===== config.mk =====
export PLATFORM = sky130hd
export DESIGN_NAME = tone_steer
export DESIGN_NICKNAME = d
export VERILOG_FILES = /design/src/rtl/tsg_pkg.sv /design/src/rtl/tsg_guard_timer.sv /design/src/rtl/tsg_steer_fsm.sv /design/src/rtl/tsg_rx_latch.sv /design/src/rtl/tone_steer.sv
export SDC_FILE = /design/constraint.sdc
export NUM_CORES = 1
export LEC_CHECK = 0
export BUFFER_PORTS_ARGS = -buffer_cell sky130_fd_sc_hd__clkbuf_2
export CORE_UTILIZATION = 50
export CTS_CLUSTER_SIZE = 25
export DETAILED_ROUTE_END_ITERATION = 16
export PLACE_DENSITY = 0.76
export SLEW_MARGIN = 20
export SYNTH_ARGS = -nofsm -noshare
export SYNTH_HDL_FRONTEND = slang
export SYNTH_SLANG_ARGS = --single-unit

===== constraint.sdc =====
create_clock -name clk -period 2.9 [get_ports clk]
set_clock_uncertainty 0.05 [all_clocks]
set_input_delay 0.145 -clock clk [delete_from_list [all_inputs] [get_ports clk]]
set_output_delay 0.145 -clock clk [all_outputs]
set_load 0.005 [all_outputs]

===== src/rtl/tsg_pkg.sv =====
// Package: shared types for the tone guard-time steering block.
// Assumes: nothing beyond IEEE 1800-2017 packages.
package tsg_pkg;

    // Steering state: idle (no tone accepted) or steered (tone held).
    typedef enum logic {
        ST_IDLE  = 1'b0,
        ST_STEER = 1'b1
    } steer_state_e;

    // Indices of the two guard timers inside the top module.
    localparam int TMR_PRESENT = 0;
    localparam int TMR_ABSENT  = 1;
    localparam int NUM_TMR     = 2;

endpackage


===== src/rtl/tsg_guard_timer.sv =====
// Module: tsg_guard_timer
// Counts consecutive cycles in which run_i is high. done_o is asserted in the
// cycle whose edge completes limit_i consecutive runs. The run restarts after
// done or whenever run_i drops. A limit of zero is treated as one.
// Assumes: limit_i is stable while a run is in progress.
module tsg_guard_timer #(
    parameter int CNT_W = 16
) (
    input  logic             clk,
    input  logic             rst_n,
    input  logic             run_i,
    input  logic [CNT_W-1:0] limit_i,
    output logic             done_o
);

    localparam int EXT_W = CNT_W + 1;

    logic [CNT_W-1:0] cnt_q;
    logic [EXT_W-1:0] next_w;
    logic [EXT_W-1:0] lim_w;

    // Effective limit with zero raised to one; next run length if counted now.
    always_comb begin
        lim_w  = (limit_i == '0) ? EXT_W'(1) : {1'b0, limit_i};
        next_w = {1'b0, cnt_q} + EXT_W'(1);
        done_o = run_i && (next_w >= lim_w);
    end

    // Run-length counter: restarts on a break in the run or on completion.
    always_ff @(posedge clk) begin
        if (!rst_n) begin
            cnt_q <= '0;
        end else if (!run_i || done_o) begin
            cnt_q <= '0;
        end else begin
            cnt_q <= next_w[CNT_W-1:0];
        end
    end

endmodule


===== src/rtl/tsg_steer_fsm.sv =====
// Module: tsg_steer_fsm
// Two-state steering controller. In idle it asks the present timer to run
// while early steering is high. In steer it asks the absent timer to run
// while early steering is low. Call-progress mode forces idle and stops both
// timers.
// Assumes: the done inputs come from timers fed by the run outputs here.
module tsg_steer_fsm
    import tsg_pkg::*;
(
    input  logic clk,
    input  logic rst_n,
    input  logic est_i,
    input  logic cp_mode_i,
    input  logic present_done_i,
    input  logic absent_done_i,
    output logic run_present_o,
    output logic run_absent_o,
    output logic accept_o,
    output logic steer_o
);

    steer_state_e state_q;
    steer_state_e state_d;

    // Timer requests depend on the current state and the detector level.
    always_comb begin
        run_present_o = (state_q == ST_IDLE)  &&  est_i && !cp_mode_i;
        run_absent_o  = (state_q == ST_STEER) && !est_i && !cp_mode_i;
        accept_o      = (state_q == ST_IDLE)  && present_done_i;
    end

    // Next-state selection; call-progress mode overrides everything.
    always_comb begin
        state_d = state_q;
        if (cp_mode_i) begin
            state_d = ST_IDLE;
        end else begin
            case (state_q)
                ST_IDLE:  if (present_done_i) state_d = ST_STEER;
                ST_STEER: if (absent_done_i)  state_d = ST_IDLE;
                default:  state_d = ST_IDLE;
            endcase
        end
    end

    // State register.
    always_ff @(posedge clk) begin
        if (!rst_n) begin
            state_q <= ST_IDLE;
        end else begin
            state_q <= state_d;
        end
    end

    assign steer_o = (state_q == ST_STEER);

endmodule


===== src/rtl/tsg_rx_latch.sv =====
// Module: tsg_rx_latch
// Receive register for accepted tone codes. On accept_i it captures code_i,
// sets the full flag and emits one-cycle latch and interrupt pulses. A read
// strobe clears the full flag; an acceptance at the same edge wins.
// Assumes: accept_i is a single-cycle pulse.
module tsg_rx_latch #(
    parameter int CODE_W = 4
) (
    input  logic              clk,
    input  logic              rst_n,
    input  logic              accept_i,
    input  logic [CODE_W-1:0] code_i,
    input  logic              rd_i,
    input  logic              irq_en_i,
    output logic [CODE_W-1:0] code_o,
    output logic              full_o,
    output logic              latch_o,
    output logic              irq_o
);

    // Code capture: only an acceptance writes the register.
    always_ff @(posedge clk) begin
        if (!rst_n) begin
            code_o <= '0;
        end else if (accept_i) begin
            code_o <= code_i;
        end
    end

    // Full flag: set by acceptance, cleared by a read.
    always_ff @(posedge clk) begin
        if (!rst_n) begin
            full_o <= 1'b0;
        end else if (accept_i) begin
            full_o <= 1'b1;
        end else if (rd_i) begin
            full_o <= 1'b0;
        end
    end

    // Event pulses: one cycle long, aligned with the new register contents.
    always_ff @(posedge clk) begin
        if (!rst_n) begin
            latch_o <= 1'b0;
            irq_o   <= 1'b0;
        end else begin
            latch_o <= accept_i;
            irq_o   <= accept_i && irq_en_i;
        end
    end

endmodule


===== src/rtl/tone_steer.sv =====
// Module: tone_steer (top)
// Digital guard-time steering for a dual-tone receiver. It filters the
// detector's early-steering level with independent tone-present and
// tone-absent guard lengths, latches the decoded code on acceptance, and
// blocks acceptance in call-progress mode.
// Assumes: code_i is valid whenever est_i is high; guard lengths change
// only while no tone is being timed.
module tone_steer
    import tsg_pkg::*;
#(
    parameter int CODE_W = 4,
    parameter int CNT_W  = 16
) (
    input  logic              clk,
    input  logic              rst_n,
    input  logic              est_i,
    input  logic [CODE_W-1:0] code_i,
    input  logic [CNT_W-1:0]  present_cycles_i,
    input  logic [CNT_W-1:0]  absent_cycles_i,
    input  logic              cp_mode_i,
    input  logic              rd_i,
    input  logic              irq_en_i,
    output logic              steer_o,
    output logic [CODE_W-1:0] rx_code_o,
    output logic              rx_full_o,
    output logic              latch_o,
    output logic              irq_o
);

    logic [NUM_TMR-1:0] tmr_run;
    logic [NUM_TMR-1:0] tmr_done;
    logic [CNT_W-1:0]   tmr_limit [NUM_TMR];
    logic               accept;

    // Route each guard length to its timer.
    always_comb begin
        tmr_limit[TMR_PRESENT] = present_cycles_i;
        tmr_limit[TMR_ABSENT]  = absent_cycles_i;
    end

    // One run-length timer per guard interval.
    for (genvar g = 0; g < NUM_TMR; g++) begin : g_tmr
        tsg_guard_timer #(
            .CNT_W (CNT_W)
        ) u_tmr (
            .clk     (clk),
            .rst_n   (rst_n),
            .run_i   (tmr_run[g]),
            .limit_i (tmr_limit[g]),
            .done_o  (tmr_done[g])
        );
    end

    tsg_steer_fsm u_fsm (
        .clk            (clk),
        .rst_n          (rst_n),
        .est_i          (est_i),
        .cp_mode_i      (cp_mode_i),
        .present_done_i (tmr_done[TMR_PRESENT]),
        .absent_done_i  (tmr_done[TMR_ABSENT]),
        .run_present_o  (tmr_run[TMR_PRESENT]),
        .run_absent_o   (tmr_run[TMR_ABSENT]),
        .accept_o       (accept),
        .steer_o        (steer_o)
    );

    tsg_rx_latch #(
        .CODE_W (CODE_W)
    ) u_rx (
        .clk      (clk),
        .rst_n    (rst_n),
        .accept_i (accept),
        .code_i   (code_i),
        .rd_i     (rd_i),
        .irq_en_i (irq_en_i),
        .code_o   (rx_code_o),
        .full_o   (rx_full_o),
        .latch_o  (latch_o),
        .irq_o    (irq_o)
    );

endmodule


# Word-level counts from Yosys, hierarchy flattened
# Index checks and enable logic that the tools add are counted.
dict set report totals {
  register_bits 40
  output_inout_bits 8
}
dict set report classes {
  mux 7
  addsub 2
  reduce_logical 20
  n_bitwise 2
  order_cmp 2
}
# operator n
set op_table {}
lappend op_table {{16-bit by 1-bit adder with 17-bit output (second input constant)} 2}
lappend op_table {{17-bit >= comparator} 2}
lappend op_table {{16-bit zero test} 2}
lappend op_table {{16-bit 2-to-1 mux} 2}
lappend op_table {{1-bit logical AND} 8}
lappend op_table {{2-bit OR reduction} 3}
lappend op_table {{1-bit zero test} 4}
lappend op_table {{1-bit 2-to-1 mux} 4}
lappend op_table {{1-bit logical OR} 2}
lappend op_table {{1-bit NOT} 2}
lappend op_table {{1-bit case mux with 2 select lines} 1}
lappend op_table {{2-bit nonzero test} 1}

# Depth between registers and ports, before layout
# Gate-level depths: netlist of the first run.
dict set report depth {
  depth_word 6
  mapped_depth 13
  depth_no_buf 12
}

# Cells and area by module
# From an unflattened synthesis of the first run, not the netlist that was laid out.
dict set report unflattened {
  hier_cells 301
  area_unflattened_um2 2849.0
}
# mod cells_each area_each_um2 n_inst seq_area_each_um2
set by_module_without_submodules {}
lappend by_module_without_submodules {{tsg_guard_timer (g_tmr[1].u_tmr)} 138 1282.5 1 320.3}
lappend by_module_without_submodules {{tsg_guard_timer (g_tmr[0].u_tmr)} 136 1260.0 1 320.3}
lappend by_module_without_submodules {tsg_rx_latch 20 245.2 1 140.1}
lappend by_module_without_submodules {tsg_steer_fsm 7 61.3 1 20.0}

# Worst setup path after synthesis of the first run
# No wires, ideal clock.
dict set report synth_path {
  path_kind {register to register}
  from {reg g_tmr[0].u_tmr.cnt_q[0]}
  to {reg g_tmr[0].u_tmr.cnt_q[10]}
  setup_slack_ns -0.125
  required_time_ns 2.784
  arrival_time_ns 2.909
  stages_incl_launch_ff 14
  period_less_slack_ns 3.025
  cell_sequence {dfxtp_1 ha_1 and2_4 and4_4 and4_1 xor2_1 ha_1 a21oi_1 o31ai_1 a211o_1 o21ai_2 nand4_1 clkbuf_1 nor2b_1}
}
dict set report synth_between {
  elab_chain_cells 5
}
# element line
set synth_rtl {}
lappend synth_rtl {{start: declaration} tsg_guard_timer.sv:18} ;# logic [CNT_W-1:0] cnt_q;
lappend synth_rtl {{start signal: assignment} tsg_guard_timer.sv:36} ;# cnt_q <= next_w[CNT_W-1:0];
lappend synth_rtl {{16-bit by 1-bit adder with 17-bit output} tsg_guard_timer.sv:25} ;# next_w = {1'b0, cnt_q} + EXT_W'(1);
lappend synth_rtl {{named net g_tmr[0].u_tmr.next_w[14]} tsg_guard_timer.sv:19} ;# logic [EXT_W-1:0] next_w;
lappend synth_rtl {{17-bit >= comparator} tsg_guard_timer.sv:26} ;# done_o = run_i && (next_w >= lim_w);
lappend synth_rtl {{1-bit logical AND} tsg_guard_timer.sv:26}
lappend synth_rtl {{1-bit logical OR} tsg_guard_timer.sv:33} ;# end else if (!run_i || done_o) begin
lappend synth_rtl {{2-bit OR reduction (no source line)} -}
# The timed path passes the listed nets, and every way through them passes these cells.
# A chain may end at the register's enable or synchronous reset.

# Worst setup path after layout of the first run
dict set report layout_path {
  from {reg g_tmr[0].u_tmr.cnt_q[2]}
  to {reg u_rx.code_o[0]}
}
dict set report layout_between {
  elab_chain_cells 4
}
# element line
set layout_rtl {}
lappend layout_rtl {{16-bit by 1-bit adder with 17-bit output} tsg_guard_timer.sv:25}
lappend layout_rtl {{named net g_tmr[0].u_tmr.next_w[14]} tsg_guard_timer.sv:19}
lappend layout_rtl {{17-bit >= comparator} tsg_guard_timer.sv:26}
lappend layout_rtl {{1-bit logical AND} tsg_guard_timer.sv:26}
lappend layout_rtl {{1-bit logical AND} tsg_steer_fsm.sv:29} ;# accept_o = (state_q == ST_IDLE) && present_done_i;
lappend layout_rtl {{end signal: assignment} tsg_rx_latch.sv:26} ;# code_o <= code_i;
lappend layout_rtl {{end: declaration} tsg_rx_latch.sv:15} ;# output logic [CODE_W-1:0] code_o,
# The timed path passes the listed nets, and every way through them passes these cells.

==> results of run 1 <==
## synth_stat cells, drive strengths merged (3+ instances only)
| master | number | area share [%] |
|---|---|---|
| a41o | 3 | 1.2 |
| and4 | 5 | 1.8 |
| nor2b | 30 | 7.2 |
| nor2 | 19 | 2.8 |
| dfxtp | 40 | 31 |
| and3 | 4 | 1.0 |
| clkbuf | 3 | 0.43 |
| inv | 36 | 5.2 |
| xnor2 | 19 | 6.4 |
| nor3 | 4 | 0.77 |
| nand3 | 11 | 2.1 |
| nor4 | 8 | 1.9 |
| a21oi | 10 | 1.9 |
| ha | 34 | 16 |
| o21ai | 6 | 1.3 |
| xor2 | 9 | 3.0 |
| nand2 | 25 | 3.6 |
| nand4 | 13 | 3.1 |
| mux2i | 4 | 1.5 |
## registers in the layout, summed over array words and instances (netlist names)
name / flops
u_rx.full_o: 1
g_tmr.u_tmr.cnt_q: 32
u_fsm.steer_o: 1
u_rx.code_o: 4
u_rx.irq_o: 1
u_rx.latch_o: 1
## path summary, 6_finish.rpt
check                                     start                           to  slack (ps)  depth (start not counted)
min reg2reg         u_rx.code_o[1]$_SDFFE_PN0P_  u_rx.code_o[1]$_SDFFE_PN0P_         420                          2
max reg2reg  g_tmr[0].u_tmr.cnt_q[2]$_SDFF_PP0_  u_rx.code_o[0]$_SDFFE_PN0P_         -70                         13
min                                   code_i[1]  u_rx.code_o[1]$_SDFFE_PN0P_          30                          3
max          g_tmr[0].u_tmr.cnt_q[2]$_SDFF_PP0_  u_rx.code_o[0]$_SDFFE_PN0P_         -70                         13
## logic make-up after synthesis
| kind of cell | count (synthesis) | synth area share, % |
|---|---|---|
| compound gates | 34 | 10.3 |
| fa+ha+maj | 34 | 16.4 |
| flops | 40 | 30.9 |
| mux | 4 | 1.55 |
| buf+inv | 39 | 5.65 |
| simple gates | 123 | 25.7 |
| xor+xnor | 28 | 9.47 |
## where the power goes
part           internal [mW]  switching, mW  leakage, nW
Sequential             0.550       0.000722        0.325
Combinational         0.0436         0.0485         1.23
Clock                  0.163          0.178       0.0410
Total                  0.757          0.228         1.60
## routing by layer
layer,global-route usage (%),vias to the layer above
li1,-,1216
met3,3.52,8
met2,37.9,56
met4,8.97,0
met1,30.1,1035
met5,0,-
## stage by stage
step,setup WS [ps],cells
2_1_floorplan,17.7,302
3_3_place_gp,-113,437
3_5_place_dp,-147,437
4_1_cts,-111,448
5_1_grt,-237,453
6_report,-74.0,453
## layout make-up
class | instances | area (sq um)
timing repair buffer | 80 | 497
tap | 67 | 83.8
inverter | 36 | 135
clock inverter | 1 | 5.00
multi-input combinational | 223 | 1740
sequential | 40 | 807
fill | 384 | 1500
clock buffer | 6 | 72.6
## timing repair
| item | 4_1_cts | 5_1_grt |
|---|---|---|
| gates resized for setup | 14 | 14 |
| endpoints found under the setup margin | 39 | 40 |
| pin swaps | 4 | 6 |
| buffers inserted | 4 | 5 |
## worst max-delay path, stage by stage, from the launching register on
cell and delay [ps]:
dfxtp_2 330, and3_4 180, and2_4 150, and4_4 180, and4_1 200, xor2_1 180
ha_1 330, nand2_1 80, o31ai_1 250, a211o_1 180, o21ai_4 90, a2111oi_4 360
buf_6 180, mux2i_1 180
==> results.json, run 1 <==
{
  "drc": 0,
  "met3_length_um": 246,
  "placed_area_sq_mm": 0.00310,
  "crit_path_end_kind": "flop",
  "drive_above_1_share_pct": 30.3,
  "synth_area_sq_mm": 0.00259,
  "antenna_found_initial": 0,
  "status": "finished with violations",
  "clk_pin_slew_ps": 70,
  "fin_crit_ps": 2970,
  "async_flop_share_pct": 0,
  "maxSlewViolCount": 0,
  "place.gp.congestion": 0.797,
  "vdd_ir_drop_max_v": 0.000318,
  "dieArea_sq_mm": 0.00547,
  "area_delta_synth_final_pct": 29.1,
  "num_vias": 2315,
  "hpwlAfterDp_um": 4660,
  "finalInstanceArea_sq_mm": 0.00334,
  "rows": 25,
  "wl_met1_um": 2740,
  "finalSetupTns_ps": -878,
  "numPortBuffers": 49,
  "ant_nets": 0,
  "num_antenna_cells": 0,
  "synth.ff_latch_count": 40,
  "vias_per_cell": 5.11,
  "hold_viol": 0,
  "violations": "negative setup slack",
  "holdWs_ps": 31.6,
  "crit_type": "flop to flop",
  "timing.final.crit_share_pct": 103,
  "fin_util_pct": 69.0,
  "ys.flop_type": "dfxtp_1",
  "first_pass_iters": 4,
  "highest_layer": "met4",
  "die_width_um": 74.0,
  "min_path_type": "primary input to flop",
  "wl_met2_um": 2700,
  "grt_pass1_vias": 2199,
  "htree_levels": 2,
  "drtIter0Drc": 72,
  "final_cell_mix": "clkbuf_2, inv_1, dfxtp_1, ha_1, nor2b_1",
  "synth_seq_area_share_pct": 30.9,
  "worst_slack_ps": -74.0,
  "mostFrequentLayoutCell": "clkbuf_2",
  "syn_avg_cell_area_sq_um": 8.58,
  "maxCapViolCount": 0,
  "setup_violations": 23,
  "grt_pass1_wl_um": 9520,
  "cts_hold_buf": 0,
  "crit_path_max_fanout": 7,
  "cp-start-kind": "flop",
  "syn-instance-count": 302,
  "cts_buffers": 5,
  "start_util_pct": 53.4,
  "num_io_pins": 50,
  "wl_per_cell_um": 12.8,
  "clock_sink_count": 40,
  "grt_setup_unrepaired": "true",
  "synth_edf_count": 0,
  "coreArea_sq_mm": 0.00485,
  "required_ps": 3070,
  "grt_max_degree": 17,
  "p_per_area_mw_per_mm2": 294,
  "ys_types": 39,
  "syn-num-nets": 378,
  "die_y_um": 74.0,
  "drt_wl_total_um": 5780,
  "cts_tree": "yes",
  "max_freq_mhz": 336,
  "grtUsageTotal_pct": 22.9,
  "yosys_warnings": 0,
  "root_buffer": "clkbuf_8",
  "maxSlewHeadroom_pct": 72.4,
  "overflow": 0,
  "cts.path.max_buffers": 2,
  "power.total_uw": 984,
  "worstPathArrival_ps": 3140,
  "p_leak_nw": 1.60,
  "worst_slew_pin_slew_ps": 411,
  "nets": 462,
  "clock_latency_ps": 290
}
No activity file was read; power rests on OpenSTA's default activity.
==> inputs of run 2 (changes only) <==
--- a/config.mk
+++ b/config.mk
@@ -6,10 +6,12 @@
 export NUM_CORES = 1
 export LEC_CHECK = 0
 export BUFFER_PORTS_ARGS = -buffer_cell sky130_fd_sc_hd__clkbuf_2
-export CORE_UTILIZATION = 50
+export CELL_PAD_IN_SITES_DETAIL_PLACEMENT = 1
+export CELL_PAD_IN_SITES_GLOBAL_PLACEMENT = 2
+export CORE_UTILIZATION = 30
 export CTS_CLUSTER_SIZE = 25
 export DETAILED_ROUTE_END_ITERATION = 16
-export PLACE_DENSITY = 0.76
+export PLACE_DENSITY_LB_ADDON = 0.1
 export SLEW_MARGIN = 20
 export SYNTH_ARGS = -nofsm -noshare
 export SYNTH_HDL_FRONTEND = slang
==> run 2 against run 1 <==
The flow still finishes with violations (negative setup slack). Routed wire length up 22%. Critical endpoint unchanged. Combinational power increased by 6.9%. Flip-flop and latch count stayed put. Setup slack gained 7.5 ps. Cell area up 6.2%. Sequential share of layout area down 1.3 points. Via count up 5.1%. First-iteration DRC count decreased by 57%. Die area is 65% higher. Critical path depth is 1 higher. Highest routed layer unchanged. Register-to-register slack is essentially flat. Clock power up 36%.
==> results.json, run 2 (same netlist as run 1, synthesis figures left out) <==
{
  "rows": 33,
  "vdd_ir_drop_max_v": 0.000166,
  "grt_max_degree": 17,
  "mostFrequentLayoutCell": "clkbuf_2",
  "min_path_type": "primary input to flop",
  "fin_crit_ps": 2970,
  "htree_levels": 2,
  "fin_cells": 503,
  "overflow": 0,
  "fillers": 1011,
  "root_buffer": "clkbuf_8",
  "share_comb_of_total_power_pct": 8.8,
  "hold_end": "u_rx.code_o[3]$_SDFFE_PN0P_",
  "die_width_um": 94.9,
  "multi_input_area_sq_mm": 0.00179,
  "cts_buffers": 5,
  "grt_setup_unrepaired": "true",
  "fin_util_pct": 42.8,
  "die_y_um": 94.9,
  "area_delta_synth_final_pct": 37.1,
  "r2r-start": "g_tmr[0].u_tmr.cnt_q[2]$_SDFF_PP0_",
  "dp.cells": 483,
  "num_antenna_cells": 0,
  "clk_pin_slew_ps": 90,
  "maxSlewHeadroom_pct": 70.6,
  "setup_violations": 23,
  "max_flop_register": "g_tmr.u_tmr.cnt_q",
  "cp-start-kind": "flop",
  "placed_area_sq_mm": 0.00321,
  "drtIter0Drc": 31,
  "p_sw_uw": 264,
  "cts.path.max_buffers": 2,
  "vias_per_cell": 4.84,
  "netSwitchingFraction_pct": 23.7,
  "largest_reg_flops": 32,
  "cts_tree": "yes",
  "num_io_pins": 50,
  "worst_slack_ps": -66.5,
  "reg2regPathDepth": 14,
  "dp_worst_setup_slack_ps": -178,
  "maxCapViolCount": 0,
  "clkPwrFrac_pct": 41.8,
  "p_per_area_mw_per_mm2": 314,
  "wl_per_cell_um": 14.0,
  "r2r-end": "u_rx.code_o[0]$_SDFFE_PN0P_",
  "max_freq_mhz": 337,
  "dieArea_sq_mm": 0.00901,
  "required_ps": 3080,
  "clock_latency_ps": 300,
  "status": "finished with violations",
  "intPower_uw": 850,
  "drive_above_1_share_pct": 33.4,
  "hold-path-cell-count": 3,
  "numPortBuffers": 49,
  "hold_viol": 0,
  "reg_top3": "g_tmr.u_tmr.cnt_q: 32 flops, u_rx.code_o: 4 flops",
  "crit_type": "flop to flop",
  "ff2ff_setup_slack_ps": -70,
  "crit_path_end_kind": "flop",
  "maxSlewViolCount": 0,
  "place.gp.congestion": 0.807,
  "violations": "negative setup slack",
  "coreArea_sq_mm": 0.00830,
  "finalInstanceArea_sq_mm": 0.00355,
  "num_vias": 2434,
  "grt_pass1_vias": 2478,
  "seqPwrFrac_pct": 49.4,
  "worstPathArrival_ps": 3150,
  "worst_slew_pin_slew_ps": 437,
  "grt_pass1_wl_um": 11400,
  "hpwlAfterDp_um": 5740,
  "drc": 0,
  "nets": 473,
  "final_cell_mix": "clkbuf_2, buf_4, inv_1, ha_1, dfxtp_1",
  "grtUsageTotal_pct": 16.5,
  "first_pass_iters": 4,
  "drt_wl_total_um": 7040,
  "register_area_sq_um": 810,
  "p_leak_nw": 1.66,
  "ant_nets": 0,
  "start_util_pct": 31.2,
  "clock_sink_count": 40,
  "crit_path_max_fanout": 7,
  "hold_start": "code_i[3]",
  "cts_hold_buf": 0,
  "antenna_found_initial": 0,
  "timing.final.crit_share_pct": 102
}
==> run 2: what timing repair did <==
item / 4_1_cts / 5_1_grt
pin swaps: 11 / 20
resized for setup: 7 / 31
setup endpoints to repair: 39 / 40
buffers inserted: 7 / 4
gates cloned: 0 / 1
==> run 2: worst max path at each step <==
stage                                            start                            endpoint  slack (ps)
detailed placement  g_tmr[0].u_tmr.cnt_q[3]$_SDFF_PP0_         u_rx.code_o[0]$_SDFFE_PN0P_        -180
global route        g_tmr[0].u_tmr.cnt_q[4]$_SDFF_PP0_  g_tmr[0].u_tmr.cnt_q[4]$_SDFF_PP0_        -270
finish              g_tmr[0].u_tmr.cnt_q[2]$_SDFF_PP0_         u_rx.code_o[0]$_SDFFE_PN0P_         -70
CTS                 g_tmr[0].u_tmr.cnt_q[2]$_SDFF_PP0_         u_rx.code_o[0]$_SDFFE_PN0P_        -140
floorplan           g_tmr[0].u_tmr.cnt_q[2]$_SDFF_PP0_         u_rx.code_o[0]$_SDFFE_PN0P_          20
global placement    g_tmr[0].u_tmr.cnt_q[3]$_SDFF_PP0_         u_rx.code_o[3]$_SDFFE_PN0P_        -160
==> run 2: per-layer routing <==
metal,vias to the layer above,global-route usage (%),wire length [um]
met2,45,31.7,3750
met1,1142,19.2,3000
li1,1241,-,-
met4,0,4.17,89
met5,-,0,0
met3,6,1.93,193
==> run 2: stage by stage <==
step           setup TNS [ps]  hold slack (ps)  total power [mW]
6_report                 -974             24.5              1.11
3_3_place_gp            -2320              328             0.657
4_1_cts                 -2050             15.2              1.13
5_1_grt                 -8390             11.7              1.17
2_1_floorplan               0              237             0.606
3_5_place_dp            -3430              333             0.658
==> run 2: critical path: stages, from the launching register on <==
cell,delay [ps]
dfxtp_2,330
and3_4,200
and2_4,150
and4_4,220
and4_1,200
xor2_1,80
ha_1,320
nand4_1,140
buf_4,170
nor2_1,90
o31a_1,200
o21ai_4,90
a2111oi_4,300
buf_6,180
mux2i_1,180
==> run 2: final cells by class <==
cell class | count | area share (%)
timing repair buffer | 91 | 16.2
clock buffer | 5 | 1.94
tap | 105 | 3.70
sequential | 40 | 22.8
clock inverter | 3 | 1.20
multi-input combinational | 223 | 50.4
inverter | 36 | 3.80
==> run 2: power by group through the flow <==
stage | Sequential [mW] | Clock [mW] | Combinational, mW
finish | 0.550 | 0.465 | 0.0985
global placement | 0.563 | 0 | 0.0935
floorplan | 0.564 | 0 | 0.0422
global route | 0.550 | 0.508 | 0.112
detailed placement | 0.563 | 0 | 0.0950
CTS | 0.550 | 0.487 | 0.0965
==> inputs of run 3 (changes only) <==
--- a/config.mk
+++ b/config.mk
@@ -12,6 +12,7 @@
 export CTS_CLUSTER_SIZE = 25
 export DETAILED_ROUTE_END_ITERATION = 16
 export PLACE_DENSITY_LB_ADDON = 0.1
+export SKIP_CTS_REPAIR_TIMING = 1
 export SLEW_MARGIN = 20
 export SYNTH_ARGS = -nofsm -noshare
 export SYNTH_HDL_FRONTEND = slang
==> run 3 against run 2 <==
The flow still finishes with violations (negative setup slack). Die area stayed put. Combinational power increased by 1%. Global-route usage is 0.42 points lower. Flip-flop and latch count did not move. Fmax is 2.2% lower. Worst hold slack better by 1.8 ps. Non-clock buffer count rose by 1. Sequential power about the same. Clock power about the same. Core utilization increased by 0.39 points. Setup slack got worse by 66 ps. Critical endpoint unchanged. Largest cell class unchanged.
==> results.json, run 3 (same netlist as run 1, synthesis figures left out) <==
{
  "hold_viol": 0,
  "area_delta_synth_final_pct": 38.4,
  "startpoint": "g_tmr[0].u_tmr.cnt_q[2]$_SDFF_PP0_",
  "setup_violations": 23,
  "register_area_sq_um": 810,
  "antenna_found_initial": 0,
  "grt_pass1_vias": 2442,
  "crit_type": "flop to flop",
  "num_vias": 2411,
  "coreArea_sq_mm": 0.00830,
  "cp-start-kind": "flop",
  "die_width_um": 94.9,
  "overflow": 0,
  "clock_sink_count": 40,
  "dp_worst_setup_slack_ps": -178,
  "fillers": 1009,
  "maxSlewViolCount": 0,
  "holdWs_ps": 26.3,
  "crit_path_end_kind": "flop",
  "dieArea_sq_mm": 0.00901,
  "hpwlAfterDp_um": 5740,
  "cts_tree": "yes",
  "worstPathArrival_ps": 3210,
  "hold_start": "code_i[3]",
  "die_y_um": 94.9,
  "maxSlewHeadroom_pct": 71.6,
  "fin_cells": 504,
  "drtIter0Drc": 42,
  "violations": "negative setup slack",
  "drive_above_1_share_pct": 34.3,
  "first_pass_iters": 4,
  "max_flop_register": "g_tmr.u_tmr.cnt_q",
  "rows": 33,
  "grt_setup_unrepaired": "true",
  "largest_reg_flops": 32,
  "fin_crit_ps": 3030,
  "drc": 0,
  "cts.path.max_buffers": 2,
  "max_freq_mhz": 330,
  "clk_pin_slew_ps": 90,
  "grt_max_degree": 17,
  "multi_input_area_sq_mm": 0.00181,
  "wl_per_cell_um": 13.9,
  "num_antenna_cells": 0,
  "numPortBuffers": 49,
  "fin_util_pct": 43.2,
  "mostFrequentLayoutCell": "clkbuf_2",
  "worst_slew_pin_slew_ps": 422,
  "start_util_pct": 31.2,
  "drt_wl_total_um": 7010,
  "htree_levels": 2,
  "ant_nets": 0,
  "vdd_ir_drop_max_v": 0.000166,
  "hold-path-cell-count": 3,
  "grt_pass1_wl_um": 11100,
  "worst_slack_ps": -132,
  "cts_buffers": 5,
  "vias_per_cell": 4.78,
  "crit_path_max_fanout": 7,
  "placed_area_sq_mm": 0.00321,
  "root_buffer": "clkbuf_8",
  "grtUsageTotal_pct": 16.1,
  "finalInstanceArea_sq_mm": 0.00358,
  "nets": 474,
  "r2r-start": "g_tmr[0].u_tmr.cnt_q[2]$_SDFF_PP0_",
  "clock_latency_ps": 290,
  "reg2regPathDepth": 13,
  "p_leak_nw": 1.69,
  "ff2ff_setup_slack_ps": -130,
  "reg_top3": "g_tmr.u_tmr.cnt_q: 32 flops, u_rx.code_o: 4 flops",
  "num_io_pins": 50,
  "final_cell_mix": "clkbuf_2, buf_4, inv_1, ha_1, dfxtp_1",
  "dp.cells": 483,
  "min_path_type": "primary input to flop",
  "required_ps": 3080,
  "status": "finished with violations",
  "timing.final.crit_share_pct": 105,
  "p_per_area_mw_per_mm2": 311,
  "maxCapViolCount": 0,
  "place.gp.congestion": 0.807
}
## run 3: cell count changes in the layout (fill, tap and decap cells not counted), sizes merged
cell and change:
buf +1
## run 3: worst paths after layout
check                                end
max          u_rx.code_o[0]$_SDFFE_PN0P_
min reg2reg  u_rx.code_o[1]$_SDFFE_PN0P_
max reg2reg  u_rx.code_o[0]$_SDFFE_PN0P_
min          u_rx.code_o[3]$_SDFFE_PN0P_
## run 3: report_power, final
| part | switching, mW | total [mW] | internal (mW) |
|---|---|---|---|
| Clock | 0.210 | 0.465 | 0.255 |
| Sequential | 0.000724 | 0.550 | 0.549 |
| Combinational | 0.0533 | 0.0997 | 0.0464 |
| Total | 0.264 | 1.11 | 0.851 |
## run 3: worst max-delay path: stages, from the launching register on
cell       delay [ps]
dfxtp_2           330
and3_4            190
and2_4            160
and4_4            240
and4_1            200
xor2_1             80
ha_1              320
nand2_1            90
o31ai_1           310
a211o_1           190
o21ai_4            80
a2111oi_4         360
buf_6             180
mux2i_1           180
## run 3: layout make-up
cell class	instances	area share, %
repair buffers	92	16.4
clock buffers	5	1.92
inverters	36	3.77
multi-input cells	223	50.5
clock inverters	3	1.19
well taps	105	3.66
flip-flops and latches	40	22.6
## run 3: stage by stage
stage          TNS (ps)  power, mW
2_1_floorplan         0      0.606
3_3_place_gp      -2320      0.657
3_5_place_dp      -3430      0.658
4_1_cts           -4520       1.13
5_1_grt           -7340       1.17
6_report          -1210       1.11
## run 3: per-layer routing
metal	wire [um]	global-route usage [%]	part of all wire (%)	vias up
met3	164	1.93	2.3	6
li1	-	-	-	1244
met5	0	0	0	-
met1	3100	18.5	44	1122
met4	87	4.17	1.2	0
met2	3660	31.0	52	39
